$ cat src/rtl/rvm_pkg.sv
package rvm_pkg;

  // Register class derived from a select code
  typedef enum logic [1:0] {
    CLS_CTRL = 2'd0,  // program-control register
    CLS_STAT = 2'd1,  // status or operating-mode register
    CLS_BUS  = 2'd2   // external bus, no register
  } sel_cls_e;

  function automatic sel_cls_e classify(input int unsigned sel, input int unsigned n_ctrl);
    if (sel < n_ctrl)            return CLS_CTRL;
    else if (sel < n_ctrl + 2)   return CLS_STAT;
    else                         return CLS_BUS;
  endfunction

endpackage

$ cat src/rtl/rvm_mode_pipe.sv
module rvm_mode_pipe #(
  parameter int DEPTH = 3
) (
  input  logic clk,
  input  logic rst,
  input  logic we,
  input  logic wd,
  output logic eff
);
  logic [DEPTH-1:0] stg;

  // stg[0] is the written bit; the last stage is what the masking logic sees
  always_ff @(posedge clk) begin
    if (rst) begin
      stg <= '0;
    end else begin
      stg[0] <= we ? wd : stg[0];
      for (int i = 1; i < DEPTH; i++) stg[i] <= stg[i-1];
    end
  end

  assign eff = stg[DEPTH-1];
endmodule

$ cat src/rtl/rvm_mask.sv
module rvm_mask
  import rvm_pkg::*;
#(
  parameter int DW = 24,
  parameter int UB = 8
) (
  input  logic          compat,
  input  sel_cls_e      src_cls,
  input  sel_cls_e      dst_cls,
  input  logic [DW-1:0] src_val,
  input  logic [DW-1:0] dst_old,
  output logic [DW-1:0] xfer_val,
  output logic [DW-1:0] wr_val
);
  always_comb begin
    // source rule: register reads lose their top byte
    xfer_val = src_val;
    if (compat && src_cls != CLS_BUS) xfer_val[DW-1 -: UB] = '0;
    // destination rule, applied after the source rule
    wr_val = xfer_val;
    if (compat) begin
      unique case (dst_cls)
        CLS_CTRL: wr_val[DW-1 -: UB] = '0;
        CLS_STAT: wr_val[DW-1 -: UB] = dst_old[DW-1 -: UB];
        default:  ;
      endcase
    end
  end
endmodule

$ cat src/rtl/rvm_regbank.sv
module rvm_regbank #(
  parameter int DW   = 24,
  parameter int NREG = 11,
  parameter int AW   = 4
) (
  input  logic               clk,
  input  logic               rst,
  input  logic               we,
  input  logic [AW-1:0]      waddr,
  input  logic [DW-1:0]      wdata,
  output logic [NREG*DW-1:0] flat
);
  for (genvar g = 0; g < NREG; g++) begin : g_reg
    logic [DW-1:0] q;
    always_ff @(posedge clk) begin
      if (rst)                            q <= '0;
      else if (we && waddr == AW'(g))     q <= wdata;
    end
    assign flat[g*DW +: DW] = q;
  end
endmodule

$ cat src/rtl/rvm_move_unit.sv
module rvm_move_unit
  import rvm_pkg::*;
#(
  parameter int DW       = 24,
  parameter int UB       = 8,
  parameter int NCTRL    = 9,
  parameter int MODE_DLY = 3,
  localparam int NREG    = NCTRL + 2,
  localparam int SELW    = $clog2(NCTRL + 3)
) (
  input  logic               clk,
  input  logic               rst,
  input  logic               mv_valid,
  input  logic [SELW-1:0]    mv_src,
  input  logic [SELW-1:0]    mv_dst,
  input  logic [DW-1:0]      mv_wdata,
  input  logic               mode_we,
  input  logic               mode_wd,
  output logic [DW-1:0]      rd_data,
  output logic               rd_valid,
  output logic [NREG*DW-1:0] reg_flat,
  output logic               mode_eff
);
  sel_cls_e      src_cls, dst_cls;
  logic [DW-1:0] src_val, dst_old, xfer_val, wr_val;

  assign src_cls = classify(32'(mv_src), NCTRL);
  assign dst_cls = classify(32'(mv_dst), NCTRL);

  // read muxes for source value and destination's current value
  always_comb begin
    src_val = mv_wdata;
    dst_old = '0;
    for (int i = 0; i < NREG; i++) begin
      if (mv_src == SELW'(i)) src_val = reg_flat[i*DW +: DW];
      if (mv_dst == SELW'(i)) dst_old = reg_flat[i*DW +: DW];
    end
  end

  rvm_mode_pipe #(.DEPTH(MODE_DLY)) u_mode (
    .clk (clk),
    .rst (rst),
    .we  (mode_we),
    .wd  (mode_wd),
    .eff (mode_eff)
  );

  rvm_mask #(.DW(DW), .UB(UB)) u_mask (
    .compat   (mode_eff),
    .src_cls  (src_cls),
    .dst_cls  (dst_cls),
    .src_val  (src_val),
    .dst_old  (dst_old),
    .xfer_val (xfer_val),
    .wr_val   (wr_val)
  );

  rvm_regbank #(.DW(DW), .NREG(NREG), .AW(SELW)) u_bank (
    .clk   (clk),
    .rst   (rst),
    .we    (mv_valid && dst_cls != CLS_BUS),
    .waddr (mv_dst),
    .wdata (wr_val),
    .flat  (reg_flat)
  );

  always_ff @(posedge clk) begin
    if (rst) begin
      rd_data  <= '0;
      rd_valid <= 1'b0;
    end else begin
      rd_valid <= mv_valid;
      if (mv_valid) rd_data <= xfer_val;
    end
  end
endmodule

$ cat config.mk
export PLATFORM = sky130hd
export DESIGN_NAME = rvm_move_unit
export DESIGN_NICKNAME = d
export VERILOG_FILES = /design/src/rtl/rvm_pkg.sv /design/src/rtl/rvm_mode_pipe.sv /design/src/rtl/rvm_mask.sv /design/src/rtl/rvm_regbank.sv /design/src/rtl/rvm_move_unit.sv
export SDC_FILE = /design/constraint.sdc
export NUM_CORES = 1
export LEC_CHECK = 0
export BUFFER_PORTS_ARGS = -buffer_cell sky130_fd_sc_hd__buf_2
export CELL_PAD_IN_SITES_DETAIL_PLACEMENT = 0
export CELL_PAD_IN_SITES_GLOBAL_PLACEMENT = 1
export CORE_ASPECT_RATIO = 1.4
export CORE_MARGIN = 1.5
export CORE_UTILIZATION = 40
export DETAILED_ROUTE_END_ITERATION = 7
export MAX_ROUTING_LAYER = met4
export PLACE_DENSITY = 0.82
export SLEW_MARGIN = 20
export SYNTH_ARGS = -nofsm -noshare
export SYNTH_HDL_FRONTEND = slang
export SYNTH_SLANG_ARGS = --single-unit
$ cat constraint.sdc
create_clock -name clk -period 2.8 [get_ports clk]
set_input_delay 0.28 -clock clk [delete_from_list [all_inputs] [get_ports clk]]
set_output_delay 0.28 -clock clk [all_outputs]
set_load 0.02 [all_outputs]
==> metrics.md <==
| Metric | Value |
|---|---|
| Area leader, netlist | dfxtp_1 |
| Period minus WS final | around 2.5 ns |
| Core ar. | ~34000 sq um |
| EDFF count, synth | 0 |
| Final Core Density | 0.504 |
| Final setup viols | 0 |
| WP depth | 7 |
| Die height | between 200 and 250 microns |
| Mux share of post-synthesis cell area | 0.0457 |
| Final WL | 57600 microns |
| Ys async rst share | 0 |
| Post-route ant nets | 0 |
| Clock Sinks | just under 300 |
| Main synth FF type | dfxtp_1 |
| Syn avg cell area | about 8.5 sq um |
| Largest stage delay, worst path | between 0.5 and 0.6 ns |
| Outcome | complete, no violations |
| CP max FO | 11 |
| Internal reg-to-reg setup slack | 0.29 ns |
| DR DRC count | 0 |
| Non-Filler Instances | approximately 2400 |
| Final Cycle Share | 0.898 |
| Post-Syn Area | 13700 sq um |
| Sequential Area | roughly 5800 sq um |
| Hold Worst Slack | around 0.031 ns |
| Hold Path Class | in2reg |
| Hold Fails Final Rpt | 0 |
| Boundary pin count | roughly 330 |
| Max Cap Viol | 0 |
| Routability congestion estimate | roughly 0.99 |
| Compound-gate portion of the synthesized area | 0.295 |
| Top delay family on crit path | compound AO/OA/AOI/OAI gates |
| I/O Buffers | roughly 330 |
| Cell Pwr Density | 592 nW/um^2 |
| Commonest cells after routing, fill and taps aside | buf_2 (323), dfxtp_1 (292), nor2_1 (248) |
| CTS tree | done |
| Area Overhead vs Synth | 24.6% |
| Critical Path Start | u_mode.stg[2]$_SDFF_PP0_ |
| Vias in the first global route | between 10000 and 15000 |
| Post-Synth Simple-Gate Area | 0.167 |
| Total nets after synthesis | 1646 |
| Reg-to-Reg End | u_bank.g_reg[9].q[17]$_SDFFE_PP0P_ |
| Fmax | roughly 400 MHz |
| Post-Synth Adder-Cell Area | 0 |
| R2R cell count | 7 |
| Clk_lat worst skew | ~0.58 ns |
| Worst path required time | between 3 and 4 ns |
| Setup crit end kind | flip-flop |
| Final net count | 1924 |
| DR WL/cell | 24.4 microns |
| Buffer and inverter count on the worst path | 2 |
| Die width | roughly 160 microns |
| Area taken by multi-input logic gates | roughly 7000 sq um |
| Critical Path AT | roughly 3.0 ns |
| Combinational family with the most area after synthesis | compound AO/OA/AOI/OAI gates |
| Initial antenna violation count | 0 |
| Full die area | about 35000 sq um |
| Commonest non-fill, non-tap cell in the layout | buf_2 |
| Synth area leaders | dfxtp_1 (43%), a211oi_1 (8.2%), nor2_1 (6.9%) |
| Setup TNS | 0 ns |
| Clk buf depth | 3 |
| Seq/Total Area, Yosys | 0.426 |
| Largest net degree at the start of global routing | roughly 210 |
| Dpl hpwl | around 43000 microns |
| Drt pass-1 iters | 8 |
| Startpoint types | flip-flop |
| Post-CTS Setup Bufs | 0 |
| 1st-iter DRT viols | 1004 |
| Crit path cell chain | clkinv_1 -> o21ai_0 -> a221o_1 -> a211oi_1 -> o21ai_1 -> buf_4 -> a311oi_1 |
| Slowest library cell on the worst path | a211oi_1 |
| Top-area cell type share of the netlist area | 0.426 |
| Vias | between 10000 and 15000 |
| RSZ-0062 raised after global routing | no |
| Standard-cell rows | 80 |
| DP Cell Count | between 2000 and 2500 |
| H-Tree Level Count | 1 |
| Clock root buffer master | clkbuf_16 |
| #FFs+latches synth | about 290 |
| Overflow after GRT | 0 |
| Worst-Margin Slew | between 1 and 1.5 ns |
| CP Capture Point | u_bank.g_reg[9].q[17]$_SDFFE_PP0P_ |
| Cell count after synthesis | ~1600 |
| Worst-path clk slew | roughly 0.06 ns |
| Count of different cell masters after synthesis | 84 |
| Design Power | between 10 and 15 mW |
| First-pass GRT wire length | 85200 microns |
| Crit Reg-Reg Startpoint | u_mode.stg[2]$_SDFF_PP0_ |
| Gr usage total | 0.325 |
| # fillers | ~3300 |
| Max VDD drop | 0.417 mV |
| Antenna fix cells | 0 |
| Worst Setup Path Type | reg2reg |
| Vias per std cell | 5.96 |
| Yosys Warn Count | 0 |
| P_leak | roughly 6.8 nW |
| XOR/XNOR Fraction of Synth Area | 0 |
| HP Start | rst |
| Max_slew headroom | 0.186 |
| Layout cells sized above 1 | 0.288 |
| Final Slew Violations | 0 |
| Max Clock Skew | ~0.013 ns |
| TritonCTS Buffers | 30 |
| Initial Util | 0.404 |
==> report_power, final <==
group          switching [mW]  total, mW  internal, mW
Clock                    1.73       4.33          2.60
Combinational           0.964       1.43         0.465
Sequential             0.0992       4.35          4.26
==> sequential cells by signal (all words and copies together) (netlist names) <==
name and flops:
u_mode.stg 3, u_bank.g.q 264, rd_data 24, rd_valid 1
==> worst min path at each step <==
stage	end	slack [ns]	cells after the start
floorplan	u_mode.stg[2]$_SDFF_PP0_	0.41	1
global placement	u_mode.stg[2]$_SDFF_PP0_	0.42	1
finish	rd_data[22]$_SDFFE_PP0P_	0.03	2
detailed placement	u_mode.stg[2]$_SDFF_PP0_	0.44	1
CTS	rd_data[22]$_SDFFE_PP0P_	0.02	2
global route	rd_data[22]$_SDFFE_PP0P_	0.03	2
==> area by class of cell <==
| class | instances | share of cell area |
|---|---|---|
| multi-input combinational | 1128 | 0.412 |
| timing repair buffer | 422 | 0.147 |
| sequential | 292 | 0.342 |
| clock buffer | 46 | 0.0557 |
| inverter | 13 | 0.00286 |
| clock inverter | 9 | 0.00718 |
| tap | 451 | 0.0330 |
==> metal layers <==
layer,wire length [microns],vias up,GRT usage
li1,-,6524,-
met1,21000,6743,0.351
met2,29800,644,0.575
met3,3250,168,0.0368
met4,3470,0,0.186
met5,0,-,-
==> cells in the mapped netlist (21+ instances only) <==
| cell | count |
|---|---|
| dfxtp_1 | 292 |
| nor2_1 | 252 |
| nand2_1 | 156 |
| a211oi_1 | 149 |
| clkbuf_1 | 101 |
| o21ai_0 | 92 |
| o22ai_1 | 79 |
| a311oi_1 | 57 |
| buf_2 | 49 |
| a21oi_1 | 29 |
| a22oi_1 | 26 |
| mux2i_1 | 21 |
| nand2b_1 | 21 |
==> kinds of logic after synthesis <==
group                  after synthesis
AO/OA/AOI/OAI                      559
AND/OR/NAND/NOR                    520
flip-flops                         292
buffers and inverters              189
multiplexers                        49
==> repair_timing <==
action,in CTS,in global routing
hold buffers,2,0
resized for setup,0,0
hold endpoints to repair,1,0
==> worst register-to-register path: cells and delay by family, from the launching register on <==
kind / cells / cell delay (ns)
compound gates: 5 / 1.49
buf+inv: 2 / 0.48
flops: 1 / 0.45
==> metrics by stage <==
stage / instance area (sq um) / worst slack (ns)
detailed placement: 16000 / -0.130
CTS: 17100 / 0.340
global route: 17100 / 0.244
floorplan: 13700 / 0.696
global placement: 16000 / -0.157
finish: 17100 / 0.286
(Power assumes the default switching activity.)
